`config.mk`:
```
export PLATFORM = sky130hd
export DESIGN_NAME = lane_banked_fifo
export DESIGN_NICKNAME = d
export VERILOG_FILES = /design/src/rtl/lbf_pkg.sv /design/src/rtl/lbf_lane.sv /design/src/rtl/lbf_steer.sv /design/src/rtl/lbf_flags.sv /design/src/rtl/lane_banked_fifo.sv
export SDC_FILE = /design/constraint.sdc
export NUM_CORES = 1
export LEC_CHECK = 0
export BUFFER_PORTS_ARGS = -buffer_cell sky130_fd_sc_hd__buf_2
export CAP_MARGIN = 30
export CORE_ASPECT_RATIO = 0.9
export CORE_MARGIN = 2
export CORE_UTILIZATION = 51
export DETAILED_ROUTE_END_ITERATION = 10
export GPL_TIMING_DRIVEN = 0
export PLACE_DENSITY = 0.68
export SETUP_SLACK_MARGIN = 0.1
export SLEW_MARGIN = 20
export SYNTH_ARGS = -nofsm -noshare
export SYNTH_HDL_FRONTEND = slang
export SYNTH_SLANG_ARGS = --single-unit
```
`constraint.sdc`:
```
create_clock -name clk -period 6.6 [get_ports clk]
set_clock_uncertainty 0.1 [all_clocks]
set_input_delay 0 -clock clk [delete_from_list [all_inputs] [get_ports clk]]
set_output_delay 0 -clock clk [all_outputs]
set_load 0.03 [all_outputs]
```
`src/rtl/lbf_pkg.sv`:
```
package lbf_pkg;

    localparam int BYTE_W = 8;

    // Requests arriving from the bus side and the shifter side in one cycle.
    typedef struct packed {
        logic wr_word;
        logic wr_byte;
        logic rd_word;
        logic rd_byte;
        logic sh_push;
        logic sh_pop;
    } access_t;

    // Per-lane command produced by the steering logic.
    typedef struct packed {
        logic              push;
        logic              pop;
        logic [BYTE_W-1:0] din;
    } lane_req_t;

    // Level status for the selected access width.
    typedef struct packed {
        logic full;
        logic half;
        logic empty;
        logic word_avail;
        logic byte_avail;
    } level_flags_t;

    function automatic logic any_access(input access_t a);
        return a.wr_word | a.wr_byte | a.rd_word | a.rd_byte | a.sh_push | a.sh_pop;
    endfunction

endpackage

```
`src/rtl/lbf_lane.sv`:
```
module lbf_lane
    import lbf_pkg::*;
#(
    parameter int DEPTH = 16
) (
    input  logic                         clk,
    input  logic                         rst,
    input  logic                         clr,
    input  lane_req_t                    req,
    output logic [BYTE_W-1:0]            head,
    output logic [$clog2(DEPTH+1)-1:0]   count
);
    localparam int PTR_W = $clog2(DEPTH);
    localparam int CNT_W = $clog2(DEPTH + 1);

    logic [BYTE_W-1:0] mem [DEPTH];
    logic [PTR_W-1:0]  wptr_q;
    logic [PTR_W-1:0]  rptr_q;
    logic [CNT_W-1:0]  cnt_q;

    function automatic logic [PTR_W-1:0] ptr_inc(input logic [PTR_W-1:0] p);
        return (p == PTR_W'(DEPTH - 1)) ? '0 : p + 1'b1;
    endfunction

    always_ff @(posedge clk) begin
        if (req.push) begin
            mem[wptr_q] <= req.din;
        end
    end

    always_ff @(posedge clk) begin
        if (rst || clr) begin
            wptr_q <= '0;
            rptr_q <= '0;
            cnt_q  <= '0;
        end else begin
            if (req.push) begin
                wptr_q <= ptr_inc(wptr_q);
            end
            if (req.pop) begin
                rptr_q <= ptr_inc(rptr_q);
            end
            cnt_q <= cnt_q + CNT_W'(req.push) - CNT_W'(req.pop);
        end
    end

    assign head  = mem[rptr_q];
    assign count = cnt_q;

endmodule

```
`src/rtl/lbf_steer.sv`:
```
module lbf_steer
    import lbf_pkg::*;
#(
    parameter int LANES = 4,
    parameter int DEPTH = 16
) (
    input  logic                          clk,
    input  logic                          rst,
    input  logic                          clr,
    input  logic                          word_mode,
    input  access_t                       acc,
    input  logic [LANES*BYTE_W-1:0]       bus_wdata,
    input  logic [BYTE_W-1:0]             sh_din,
    input  logic [$clog2(DEPTH+1)-1:0]    lane_cnt  [LANES],
    input  logic [BYTE_W-1:0]             lane_head [LANES],
    output lane_req_t                     lane_req  [LANES],
    output logic [LANES*BYTE_W-1:0]       bus_rdata,
    output logic [BYTE_W-1:0]             sh_dout,
    output logic                          illegal
);
    localparam int CNT_W  = $clog2(DEPTH + 1);
    localparam int LSEL_W = $clog2(LANES);

    logic [LANES-1:0]  l_full;
    logic [LANES-1:0]  l_empty;
    logic [LSEL_W-1:0] wr_sel_q;
    logic [LSEL_W-1:0] rd_sel_q;
    logic [LSEL_W-1:0] wr_lane;
    logic [LSEL_W-1:0] rd_lane;
    logic              bus_wr;
    logic              bus_rd;
    logic              bus_room;
    logic              bus_avail;
    logic              wrong_width;
    logic              bw_ok;
    logic              br_ok;
    logic              sp_ok;
    logic              so_ok;

    for (genvar g = 0; g < LANES; g++) begin : g_lvl
        assign l_full[g]  = (lane_cnt[g] == CNT_W'(DEPTH));
        assign l_empty[g] = (lane_cnt[g] == '0);
    end

    always_comb begin
        wr_lane     = word_mode ? wr_sel_q : '0;
        rd_lane     = word_mode ? rd_sel_q : '0;
        bus_wr      = word_mode ? acc.wr_word : acc.wr_byte;
        bus_rd      = word_mode ? acc.rd_word : acc.rd_byte;
        bus_room    = word_mode ? ~|l_full : ~l_full[0];
        bus_avail   = word_mode ? ~|l_empty : ~l_empty[0];
        wrong_width = word_mode ? (acc.wr_byte | acc.rd_byte)
                                : (acc.wr_word | acc.rd_word);

        bw_ok = !clr && bus_wr && bus_room;
        br_ok = !clr && bus_rd && bus_avail;
        sp_ok = !clr && acc.sh_push && !bus_wr && !l_full[wr_lane];
        so_ok = !clr && acc.sh_pop && !bus_rd && !l_empty[rd_lane];

        illegal = !clr && any_access(acc) &&
                  (wrong_width ||
                   (bus_wr && !bus_room) ||
                   (bus_rd && !bus_avail) ||
                   (acc.sh_push && (bus_wr || l_full[wr_lane])) ||
                   (acc.sh_pop && (bus_rd || l_empty[rd_lane])));
    end

    for (genvar g = 0; g < LANES; g++) begin : g_req
        logic in_bus_set;
        assign in_bus_set = word_mode || (g == 0);

        always_comb begin
            lane_req[g].push = (bw_ok && in_bus_set) ||
                               (sp_ok && (wr_lane == LSEL_W'(g)));
            lane_req[g].pop  = (br_ok && in_bus_set) ||
                               (so_ok && (rd_lane == LSEL_W'(g)));
            lane_req[g].din  = bw_ok ? bus_wdata[g*BYTE_W +: BYTE_W] : sh_din;
        end

        assign bus_rdata[g*BYTE_W +: BYTE_W] = in_bus_set ? lane_head[g] : '0;
    end

    assign sh_dout = lane_head[rd_lane];

    always_ff @(posedge clk) begin
        if (rst || clr) begin
            wr_sel_q <= '0;
            rd_sel_q <= '0;
        end else if (word_mode) begin
            if (sp_ok) begin
                wr_sel_q <= (wr_sel_q == LSEL_W'(LANES - 1)) ? '0 : wr_sel_q + 1'b1;
            end
            if (so_ok) begin
                rd_sel_q <= (rd_sel_q == LSEL_W'(LANES - 1)) ? '0 : rd_sel_q + 1'b1;
            end
        end
    end

endmodule

```
`src/rtl/lbf_flags.sv`:
```
module lbf_flags
    import lbf_pkg::*;
#(
    parameter int LANES = 4,
    parameter int DEPTH = 16
) (
    input  logic                        word_mode,
    input  logic [$clog2(DEPTH+1)-1:0]  lane_cnt [LANES],
    output level_flags_t                flags
);
    localparam int CNT_W = $clog2(DEPTH + 1);
    localparam int CAP   = LANES * DEPTH;
    localparam int TOT_W = $clog2(CAP + 1);

    logic [TOT_W-1:0] total;
    logic [LANES-1:0] l_full;
    logic [LANES-1:0] l_has;

    always_comb begin
        total = '0;
        for (int l = 0; l < LANES; l++) begin
            total    = total + TOT_W'(lane_cnt[l]);
            l_full[l] = (lane_cnt[l] == CNT_W'(DEPTH));
            l_has[l]  = (lane_cnt[l] != '0);
        end
    end

    always_comb begin
        if (word_mode) begin
            flags.full       = |l_full;
            flags.half       = (total >= TOT_W'(CAP / 2));
            flags.word_avail = &l_has;
        end else begin
            flags.full       = l_full[0];
            flags.half       = (lane_cnt[0] >= CNT_W'(DEPTH / 2));
            flags.word_avail = 1'b0;
        end
        flags.empty      = (total == '0);
        flags.byte_avail = (total != '0);
    end

endmodule

```
`src/rtl/lane_banked_fifo.sv`:
```
module lane_banked_fifo
    import lbf_pkg::*;
#(
    parameter int LANES = 4,
    parameter int DEPTH = 16
) (
    input  logic                     clk,
    input  logic                     rst,
    input  logic                     soft_clr,
    input  logic                     word_mode,
    input  logic                     bus_wr_word,
    input  logic                     bus_wr_byte,
    input  logic [LANES*BYTE_W-1:0]  bus_wdata,
    input  logic                     bus_rd_word,
    input  logic                     bus_rd_byte,
    output logic [LANES*BYTE_W-1:0]  bus_rdata,
    input  logic                     sh_push,
    input  logic [BYTE_W-1:0]        sh_push_data,
    input  logic                     sh_pop,
    output logic [BYTE_W-1:0]        sh_pop_data,
    output logic                     flag_full,
    output logic                     flag_half,
    output logic                     flag_empty,
    output logic                     flag_word_avail,
    output logic                     flag_byte_avail,
    output logic                     err_access
);
    localparam int CNT_W = $clog2(DEPTH + 1);

    access_t           acc;
    lane_req_t         lane_req  [LANES];
    logic [BYTE_W-1:0] lane_head [LANES];
    logic [CNT_W-1:0]  lane_cnt  [LANES];
    level_flags_t      flags;
    logic              illegal;
    logic              err_q;

    always_comb begin
        acc.wr_word = bus_wr_word;
        acc.wr_byte = bus_wr_byte;
        acc.rd_word = bus_rd_word;
        acc.rd_byte = bus_rd_byte;
        acc.sh_push = sh_push;
        acc.sh_pop  = sh_pop;
    end

    for (genvar g = 0; g < LANES; g++) begin : g_lane
        lbf_lane #(.DEPTH(DEPTH)) u_lane (
            .clk   (clk),
            .rst   (rst),
            .clr   (soft_clr),
            .req   (lane_req[g]),
            .head  (lane_head[g]),
            .count (lane_cnt[g])
        );
    end

    lbf_steer #(.LANES(LANES), .DEPTH(DEPTH)) u_steer (
        .clk       (clk),
        .rst       (rst),
        .clr       (soft_clr),
        .word_mode (word_mode),
        .acc       (acc),
        .bus_wdata (bus_wdata),
        .sh_din    (sh_push_data),
        .lane_cnt  (lane_cnt),
        .lane_head (lane_head),
        .lane_req  (lane_req),
        .bus_rdata (bus_rdata),
        .sh_dout   (sh_pop_data),
        .illegal   (illegal)
    );

    lbf_flags #(.LANES(LANES), .DEPTH(DEPTH)) u_flags (
        .word_mode (word_mode),
        .lane_cnt  (lane_cnt),
        .flags     (flags)
    );

    always_ff @(posedge clk) begin
        if (rst || soft_clr) begin
            err_q <= 1'b0;
        end else begin
            err_q <= illegal;
        end
    end

    assign flag_full       = flags.full;
    assign flag_half       = flags.half;
    assign flag_empty      = flags.empty;
    assign flag_word_avail = flags.word_avail;
    assign flag_byte_avail = flags.byte_avail;
    assign err_access      = err_q;

endmodule

```
==> impl_metrics.prom, run 1 <==
# TYPE chip_impl_metric gauge
chip_impl_info{name="cts.root.buffer_cell",value="sky130_fd_sc_hd__clkbuf_16"} 1
chip_impl_metric{name="worst_skew_pair.late_latency",unit="ns"} 0.62
chip_impl_metric{name="post_cts_buffers",unit=""} 0
chip_impl_metric{name="detail_route.first_pass.iterations",unit=""} 5
chip_impl_metric{name="n_antenna_cell",unit=""} 0
chip_impl_metric{name="wl",unit="µm"} 63300
chip_impl_info{name="timing.critical_path.to_type",value="output port"} 1
chip_impl_metric{name="nNetsFinal",unit=""} 1914
chip_impl_metric{name="post-route-min-period",unit="ns"} 4.39
chip_impl_metric{name="final_area",unit="µm²"} 29100
chip_impl_metric{name="post_synth_inst_count",unit=""} 1551
chip_impl_metric{name="grt-ovfl-total",unit=""} 0
chip_impl_metric{name="power_density",unit="nW/µm²"} 275
chip_impl_info{name="outcome",value="finished, final reports clean"} 1
chip_impl_metric{name="cp.depth",unit=""} 7
chip_impl_info{name="setup.worst_path.class",value="reg2out"} 1
chip_impl_metric{name="worst_hold_slack",unit="ns"} 0.0637
chip_impl_metric{name="max-slew-margin-rel",unit=""} 0.319
chip_impl_metric{name="clock_tree.buffer_depth",unit=""} 3
chip_impl_metric{name="filler_cell_count",unit=""} 3618
chip_impl_metric{name="numCtsBuffers",unit=""} 58
chip_impl_metric{name="drive_above_1_share",unit=""} 0.233
chip_impl_metric{name="avgRoutedWirePerCell",unit="µm"} 25.6
chip_impl_metric{name="synth_edf_count",unit=""} 512
chip_impl_metric{name="async_reset_ff_frac",unit=""} 0
chip_impl_metric{name="detail_route.drc_violations",unit=""} 0
chip_impl_metric{name="r2r.worst_path.cells",unit=""} 15
chip_impl_metric{name="grt_pass1_vias",unit=""} 14444
chip_impl_metric{name="htree_levels",unit=""} 2
chip_impl_metric{name="grt_antenna_before_repair",unit=""} 3
chip_impl_metric{name="ioPinCount",unit=""} 96
chip_impl_metric{name="crit_path_max_incr_delay",unit="ns"} 0.85
chip_impl_metric{name="setup-violations-final",unit=""} 0
chip_impl_metric{name="dpl-instance-area",unit="µm²"} 26600
chip_impl_metric{name="post_synth_num_cell_types",unit=""} 70
chip_impl_metric{name="worst_ep_arrival_time",unit="ns"} 4.29
chip_impl_metric{name="final-hold-violation-count",unit=""} 0
chip_impl_info{name="tritoncts",value="yes"} 1
chip_impl_metric{name="total_die_area",unit="µm²"} 51000
chip_impl_metric{name="met1_length",unit="µm"} 27900
chip_impl_info{name="critical_path.slowest_cell",value="sky130_fd_sc_hd__a211oi_1"} 1
chip_impl_metric{name="row_count",unit=""} 77
chip_impl_metric{name="num_vias",unit=""} 14866
chip_impl_metric{name="synth.avg_cell_area",unit="µm²"} 16.2
chip_impl_metric{name="detailroute.wirelength.met2",unit="µm"} 28600
chip_impl_metric{name="final_cells",unit=""} 2476
chip_impl_metric{name="postRouteAntennaNets",unit=""} 0
chip_impl_metric{name="synth_top_area_share",unit=""} 0.613
chip_impl_metric{name="worst-slew-pin-transition",unit="ns"} 1.01
chip_impl_metric{name="ys_seq_elements",unit=""} 585
chip_impl_metric{name="worst_hold_path.num_cells",unit=""} 3
chip_impl_metric{name="die_width",unit="µm"} 238
chip_impl_metric{name="synth_nets",unit=""} 1669
chip_impl_metric{name="clk_transition_reported_paths",unit="ns"} 0.06
chip_impl_metric{name="fmax",unit="MHz"} 228
chip_impl_metric{name="floorplan.die.height",unit="µm"} 214
chip_impl_metric{name="worst-endpoint-required",unit="ns"} 6.50
chip_impl_info{name="timing.critical_path.cells",value="clkbuf_1 -> clkbuf_1 -> mux4_2 -> mux4_2 -> a211oi_1 -> o21ai_0 -> buf_2"} 1
chip_impl_metric{name="routed_via_density",unit=""} 6.00
chip_impl_metric{name="floorplan.initialDensity",unit=""} 0.514
chip_impl_metric{name="seq_area_frac_synth",unit=""} 0.671
chip_impl_info{name="setup.worst_path.start_class",value="register"} 1
chip_impl_info{name="setup_repair_after_global_routing_missed_its_margin",value="false"} 1
chip_impl_info{name="postSynth.topFlopCell",value="sky130_fd_sc_hd__edfxtp_1"} 1
chip_impl_metric{name="gp_congestion",unit=""} 0.906
chip_impl_metric{name="ys.warnings.count",unit=""} 0
chip_impl_metric{name="largest_net_degree_at_the_start_of_global_routing",unit=""} 17
chip_impl_metric{name="groute.usage.overall",unit=""} 0.250
chip_impl_metric{name="cap_violations",unit=""} 0
chip_impl_info{name="critical-path-top-delay-family",value="buffers and inverters"} 1
chip_impl_metric{name="p_leak",unit="nW"} 9.93
chip_impl_metric{name="floorplan.core_area",unit="µm²"} 48800
chip_impl_metric{name="drt-initial-drc-count",unit=""} 1768
chip_impl_info{name="highest_signal_layer_in_the_routed_design",value="met5"} 1
chip_impl_metric{name="critical_path_peak_fanout",unit=""} 10
chip_impl_info{name="synth.largest_area_cell",value="sky130_fd_sc_hd__edfxtp_1"} 1
chip_impl_metric{name="place_hpwl",unit="µm"} 43900
chip_impl_metric{name="post_synth_instance_area",unit="µm²"} 25100
chip_impl_metric{name="report.final.slew_viol_count",unit=""} 0
chip_impl_info{name="ys_top_cells_by_area",value="sky130_fd_sc_hd__edfxtp_1 61%, sky130_fd_sc_hd__mux4_2 12%, sky130_fd_sc_hd__dfxtp_1 5.8%, sky130_fd_sc_hd__ha_1 2.8%, sky130_fd_sc_hd__mux2i_1 1.8%"} 1
chip_impl_metric{name="port-buffer-count",unit=""} 94
chip_impl_metric{name="worst-path-buf-inv",unit=""} 3
chip_impl_metric{name="grt_first_pass_wirelength",unit="µm"} 93100
chip_impl_metric{name="setup-tns-final",unit="ns"} 0
chip_impl_info{name="hold_class",value="in2reg"} 1
chip_impl_metric{name="placedCellCount",unit=""} 2307
chip_impl_metric{name="max_rail_drop_vdd",unit="µV"} 234
chip_impl_metric{name="clock_net_sink_count",unit=""} 585
chip_impl_metric{name="layout_overhead_on_the_synthesized_area",unit="%"} 16.0
chip_impl_metric{name="dr_wl_met3",unit="µm"} 4830
chip_impl_metric{name="timing.final.crit_share",unit=""} 0.665
[final timing paths]
check | startpoint | end | slack, ns
hold reg to reg | g_lane[1].u_lane.rptr_q[1] | register | 0.42
hold / removal | sh_push_data[0] | g_lane[0].u_lane.mem[10][0] | 0.06
setup / recovery | register | sh_pop_data[1] | 2.21
setup reg to reg | g_lane[0].u_lane.count[2] | g_lane[2].u_lane.count[4] | 2.42
[kinds of logic after synthesis]
| group | share of synthesized area |
|---|---|
| flip-flops | 0.671 |
| buffers and inverters | 0.0268 |
| AND/OR/NAND/NOR | 0.0657 |
| adder cells (fa/ha/maj) | 0.0372 |
| XOR/XNOR | 0.00803 |
| multiplexers | 0.144 |
| AO/OA/AOI/OAI | 0.0477 |
[report_power, final]
part	leakage, nW	switching (mW)	internal, mW	total (mW)
sequential	5.21	0.0125	4.11	4.12
clock	0.929	1.38	1.94	3.32
combinational	3.79	0.384	0.171	0.555
total	9.93	1.77	6.22	8.00
[worst reg2reg max path: stages (launching register included)]
cell                        delay, ns
sky130_fd_sc_hd__dfxtp_1         0.39
sky130_fd_sc_hd__inv_1           0.09
sky130_fd_sc_hd__ha_1            0.23
sky130_fd_sc_hd__nand4bb_1       0.28
sky130_fd_sc_hd__o2111ai_1       0.26
sky130_fd_sc_hd__nor4b_1         0.57
sky130_fd_sc_hd__nor2_1          0.21
sky130_fd_sc_hd__buf_2           0.26
sky130_fd_sc_hd__ha_1            0.31
sky130_fd_sc_hd__inv_1           0.04
sky130_fd_sc_hd__ha_1            0.20
sky130_fd_sc_hd__fa_1            0.44
sky130_fd_sc_hd__a21oi_1         0.15
sky130_fd_sc_hd__nor2_1          0.07
sky130_fd_sc_hd__or3_1           0.34
sky130_fd_sc_hd__a21oi_1         0.15
[synthesized netlist by cell type, types with 3 or more instances]
library cell / n
sky130_fd_sc_hd__o211ai_1: 4
sky130_fd_sc_hd__nor3_1: 15
sky130_fd_sc_hd__fa_1: 11
sky130_fd_sc_hd__xor2_1: 13
sky130_fd_sc_hd__a21o_1: 9
sky130_fd_sc_hd__mux2i_1: 46
sky130_fd_sc_hd__nand2b_1: 7
sky130_fd_sc_hd__nor4b_1: 9
sky130_fd_sc_hd__or4b_2: 3
sky130_fd_sc_hd__o22ai_1: 6
sky130_fd_sc_hd__a21oi_1: 45
sky130_fd_sc_hd__a2111oi_0: 4
sky130_fd_sc_hd__inv_1: 88
sky130_fd_sc_hd__mux2_2: 17
sky130_fd_sc_hd__or2_2: 3
sky130_fd_sc_hd__edfxtp_1: 512
sky130_fd_sc_hd__and3_1: 23
sky130_fd_sc_hd__o21ai_0: 68
sky130_fd_sc_hd__buf_2: 19
sky130_fd_sc_hd__nand2_1: 72
sky130_fd_sc_hd__xnor2_1: 10
sky130_fd_sc_hd__dfxtp_1: 73
sky130_fd_sc_hd__clkbuf_1: 43
sky130_fd_sc_hd__o31ai_1: 4
sky130_fd_sc_hd__buf_1: 9
sky130_fd_sc_hd__a221oi_1: 4
sky130_fd_sc_hd__or3_1: 8
sky130_fd_sc_hd__nor2b_1: 14
sky130_fd_sc_hd__and4b_1: 4
sky130_fd_sc_hd__nor2_1: 94
sky130_fd_sc_hd__a32oi_1: 3
sky130_fd_sc_hd__o21a_1: 4
sky130_fd_sc_hd__nand3_1: 21
sky130_fd_sc_hd__a31oi_1: 11
sky130_fd_sc_hd__ha_1: 57
sky130_fd_sc_hd__and2_1: 30
sky130_fd_sc_hd__a211oi_1: 16
sky130_fd_sc_hd__mux4_2: 130
[cells in the final DEF (no fill, tap or decap), types with 36 or more instances in the layout]
cell	netlist	final
sky130_fd_sc_hd__dfxtp_1	73	73
sky130_fd_sc_hd__ha_1	57	57
sky130_fd_sc_hd__edfxtp_1	512	512
sky130_fd_sc_hd__buf_2	19	117
sky130_fd_sc_hd__mux4_2	130	130
sky130_fd_sc_hd__nor2_1	94	94
sky130_fd_sc_hd__o21ai_0	68	36
sky130_fd_sc_hd__nand2_1	72	72
sky130_fd_sc_hd__inv_1	88	88
sky130_fd_sc_hd__dlygate4sd3_1	0	40
sky130_fd_sc_hd__mux2i_1	46	46
sky130_fd_sc_hd__a21oi_1	45	45
sky130_fd_sc_hd__buf_4	2	43
sky130_fd_sc_hd__clkbuf_16	0	59
sky130_fd_sc_hd__clkbuf_1	43	55
[state kept, by name, indices dropped and copies added, names as in the netlist, named ones only]
name	cells
g_lane.u_lane.count	20
g_lane.u_lane.rptr_q	16
g_lane.u_lane.mem	512
u_steer.wr_sel_q	2
err_access	1
u_steer.rd_sel_q	2
g_lane.u_lane.wptr_q	16
[repair_timing]
action                    in CTS  in global routing
resized for setup              0                  0
hold endpoints to repair     238                196
hold buffers                  26                 14
[through the flow]
step | power (mW) | util | setup slack (ns)
2_1_floorplan | 4.49 | - | 3.11
3_3_place_gp | 4.68 | 0.539 | 2.01
3_5_place_dp | 4.71 | 0.545 | 2.38
4_1_cts | 8.01 | 0.590 | 2.22
5_1_grt | 8.22 | 0.596 | 2.01
6_report | 8.00 | 0.596 | 2.21
[routing by layer]
layer	global-route usage	up-vias
li1	-	6503
met2	0.373	632
met5	0	-
met4	0.0857	2
met3	0.0337	104
met1	0.383	7625
[final cells by class]
type	instances	area [µm²]	share of cell area
multi-input combinational	800	7650	0.263
buffer	75	328	0.0113
clock buffer	74	1560	0.0537
tap	632	791	0.0272
timing repair buffer	185	1250	0.0429
sequential	585	16800	0.578
inverter	91	344	0.0118
clock inverter	34	347	0.0119
Power figures use the tool's default switching activity.
==> run 2, diff against run 1 <==
Settings changed: PLACE_DENSITY 0.68 to 0.7.
Clock period 6.6 ns to 4 ns, I/O delays scaled along.
==> impl_metrics.prom, run 2 (synthesis results as in run 1) <==
# TYPE chip_impl_metric gauge
chip_impl_info{name="outcome",value="finished, final reports clean"} 1
chip_impl_metric{name="row_count",unit=""} 77
chip_impl_metric{name="final-hold-violation-count",unit=""} 0
chip_impl_metric{name="setup-violations-final",unit=""} 0
chip_impl_info{name="setup.worst_path.class",value="reg2reg"} 1
chip_impl_metric{name="num_vias",unit=""} 14899
chip_impl_metric{name="grt_antenna_before_repair",unit=""} 1
chip_impl_metric{name="place_hpwl",unit="µm"} 43300
chip_impl_metric{name="avgRoutedWirePerCell",unit="µm"} 25.5
chip_impl_metric{name="worst_skew_pair.late_latency",unit="ns"} 0.61
chip_impl_metric{name="floorplan.initialDensity",unit=""} 0.514
chip_impl_metric{name="groute.usage.overall",unit=""} 0.249
chip_impl_info{name="critical_path.slowest_cell",value="sky130_fd_sc_hd__o21ai_1"} 1
chip_impl_metric{name="htree_levels",unit=""} 2
chip_impl_info{name="layout_common_cells",value="512 x sky130_fd_sc_hd__edfxtp_1, 130 x sky130_fd_sc_hd__mux4_2, 115 x sky130_fd_sc_hd__buf_2"} 1
chip_impl_metric{name="drive_above_1_share",unit=""} 0.261
chip_impl_metric{name="flip_flop_count_of_the_largest_register_all_copies_and_words_added",unit=""} 512
chip_impl_info{name="max_flop_register",value="g_lane.u_lane.mem"} 1
chip_impl_metric{name="port-buffer-count",unit=""} 94
chip_impl_metric{name="report.final.slew_viol_count",unit=""} 0
chip_impl_metric{name="post-route-util",unit=""} 0.601
chip_impl_metric{name="drt-initial-drc-count",unit=""} 1736
chip_impl_metric{name="detail_route.drc_violations",unit=""} 0
chip_impl_info{name="busiest_layer",value="met2"} 1
chip_impl_metric{name="postRouteAntennaNets",unit=""} 0
chip_impl_metric{name="gp_congestion",unit=""} 0.903
chip_impl_metric{name="floorplan.core_area",unit="µm²"} 48800
chip_impl_metric{name="worst-endpoint-required",unit="ns"} 4.36
chip_impl_metric{name="layout_overhead_on_the_synthesized_area",unit="%"} 17.1
chip_impl_metric{name="total_die_area",unit="µm²"} 51000
chip_impl_metric{name="routed_via_density",unit=""} 6.02
chip_impl_metric{name="clock_net_sink_count",unit=""} 585
chip_impl_metric{name="clock_tree.buffer_depth",unit=""} 3
chip_impl_metric{name="timing.final.crit_share",unit=""} 0.986
chip_impl_info{name="tritoncts",value="yes"} 1
chip_impl_info{name="hold_class",value="in2reg"} 1
chip_impl_metric{name="post-route-min-period",unit="ns"} 3.95
chip_impl_info{name="setup_repair_after_global_routing_missed_its_margin",value="true"} 1
chip_impl_metric{name="nNetsFinal",unit=""} 1908
chip_impl_metric{name="grt_pass1_vias",unit=""} 14511
chip_impl_info{name="timing.critical_path.cells",value="inv_1 -> ha_1 -> nor4b_1 -> nor2_1 -> nand3_1 -> clkbuf_1 -> nand2_1 -> o21ai_1 -> buf_4"} 1
chip_impl_metric{name="p_leak",unit="nW"} 9.98
chip_impl_metric{name="grtUsageMet3",unit=""} 0.0426
chip_impl_metric{name="grt-ovfl-total",unit=""} 0
chip_impl_metric{name="filler_cell_count",unit=""} 3553
chip_impl_metric{name="wl",unit="µm"} 63200
chip_impl_metric{name="die_width",unit="µm"} 238
chip_impl_info{name="setup.worst_path.start_class",value="register"} 1
chip_impl_metric{name="met1_capacity_usage_during_global_routing",unit=""} 0.374
chip_impl_metric{name="max_rail_drop_vdd",unit="µV"} 358
chip_impl_metric{name="worst_hold_slack",unit="ns"} 0.0317
chip_impl_metric{name="cap_violations",unit=""} 0
chip_impl_metric{name="max-slew-margin-rel",unit=""} 0.240
chip_impl_metric{name="grt.met2_usage",unit=""} 0.378
chip_impl_metric{name="crit_path_max_incr_delay",unit="ns"} 0.61
chip_impl_metric{name="numCtsBuffers",unit=""} 58
chip_impl_info{name="cts.root.buffer_cell",value="sky130_fd_sc_hd__clkbuf_16"} 1
chip_impl_metric{name="p_total",unit="mW"} 13.3
chip_impl_info{name="layout_commonest_cell",value="sky130_fd_sc_hd__edfxtp_1"} 1
chip_impl_metric{name="ioPinCount",unit=""} 96
chip_impl_metric{name="clk_transition_reported_paths",unit="ns"} 0.06
chip_impl_metric{name="critical_path_peak_fanout",unit=""} 10
chip_impl_metric{name="fmax",unit="MHz"} 253
chip_impl_metric{name="worst_ep_arrival_time",unit="ns"} 4.30
chip_impl_metric{name="detail_route.first_pass.iterations",unit=""} 5
chip_impl_metric{name="grt_first_pass_wirelength",unit="µm"} 92700
chip_impl_metric{name="floorplan.die.height",unit="µm"} 214
chip_impl_metric{name="largest_net_degree_at_the_start_of_global_routing",unit=""} 17
chip_impl_metric{name="power_density",unit="nW/µm²"} 453
chip_impl_info{name="timing.critical_path.to_type",value="register"} 1
chip_impl_metric{name="setup-tns-final",unit="ns"} 0
chip_impl_metric{name="worst-slew-pin-transition",unit="ns"} 1.13
[run 2: changes by cell type in the layout (fill, tap and decap cells not counted), moves of 4 or more]
cell and change:
sky130_fd_sc_hd__a21oi_2 +5, sky130_fd_sc_hd__inv_1 -6, sky130_fd_sc_hd__o21ai_0 -4, sky130_fd_sc_hd__dfxtp_1 -4, sky130_fd_sc_hd__clkbuf_1 -6, sky130_fd_sc_hd__inv_2 +6, sky130_fd_sc_hd__o21ai_2 +4, sky130_fd_sc_hd__clkbuf_2 +7
sky130_fd_sc_hd__diode_2 +4, sky130_fd_sc_hd__buf_1 -4, sky130_fd_sc_hd__a21oi_1 -5
[run 2: critical path, delay by kind of cell (launching register included)]
family                     cells  cell delay, ns
and+or+nand+nor                4            1.60
AOI/OAI and AO/OA              1            0.61
DFF                            1            0.33
adders and majority gates      1            0.19
buffers and inverters          3            0.95
[run 2: area by class of cell]
cell class              count  area (µm²)  share of cell area
flip-flops and latches    585       16800               0.574
multi-input cells         800        7880               0.268
clock buffers              74        1610              0.0547
repair buffers            179        1200              0.0408
well taps                 632         791              0.0269
clock inverters            34         353              0.0120
plain buffers              75         347              0.0118
inverters                  91         344              0.0117
diodes                      4        10.0            0.000341
[run 2: repair_timing]
| item | 4_1_cts | 5_1_grt |
|---|---|---|
| endpoints found under the hold margin | 233 | 171 |
| setup endpoints to repair | 45 | 102 |
| resized for setup | 26 | 54 |
| pin swaps | 2 | 16 |
| hold buffers | 25 | 12 |
| buffers inserted | 1 | 8 |
[run 2: path summary, 6_finish.rpt]
check,slack [ns],start,depth (start not counted),to
min,0.03,bus_wr_byte,7,g_lane[0].u_lane.wptr_q[2]
max,0.05,g_lane[0].u_lane.count[3],9,g_lane[1].u_lane.mem[5][3]
min reg2reg,0.41,g_lane[1].u_lane.rptr_q[3],2,g_lane[1].u_lane.rptr_q[3]
max reg2reg,0.05,g_lane[0].u_lane.count[3],9,g_lane[1].u_lane.mem[5][3]
[run 2: report_power, final]
group          internal [mW]  switching [mW]
Clock                   3.28            2.29
Sequential              6.78          0.0201
Combinational          0.293           0.646
Total                   10.4            2.96
[run 2: metrics by stage]
step / setup slack (ns) / cell area (µm²) / instances
after floorplan: 0.510 / 25100 / 1551
after global placement: -0.654 / 26400 / 2277
after global routing: -0.136 / 29400 / 2470
after CTS: 0.0650 / 28900 / 2438
after detailed placement: -0.300 / 26600 / 2304
final: 0.0545 / 29400 / 2474
[run 2: layer usage]
metal | vias up | share of wire
met3 | 121 | 0.084
met2 | 669 | 0.46
li1 | 6501 | -
met4 | 4 | 0.033
met5 | - | 0.00043
met1 | 7604 | 0.43
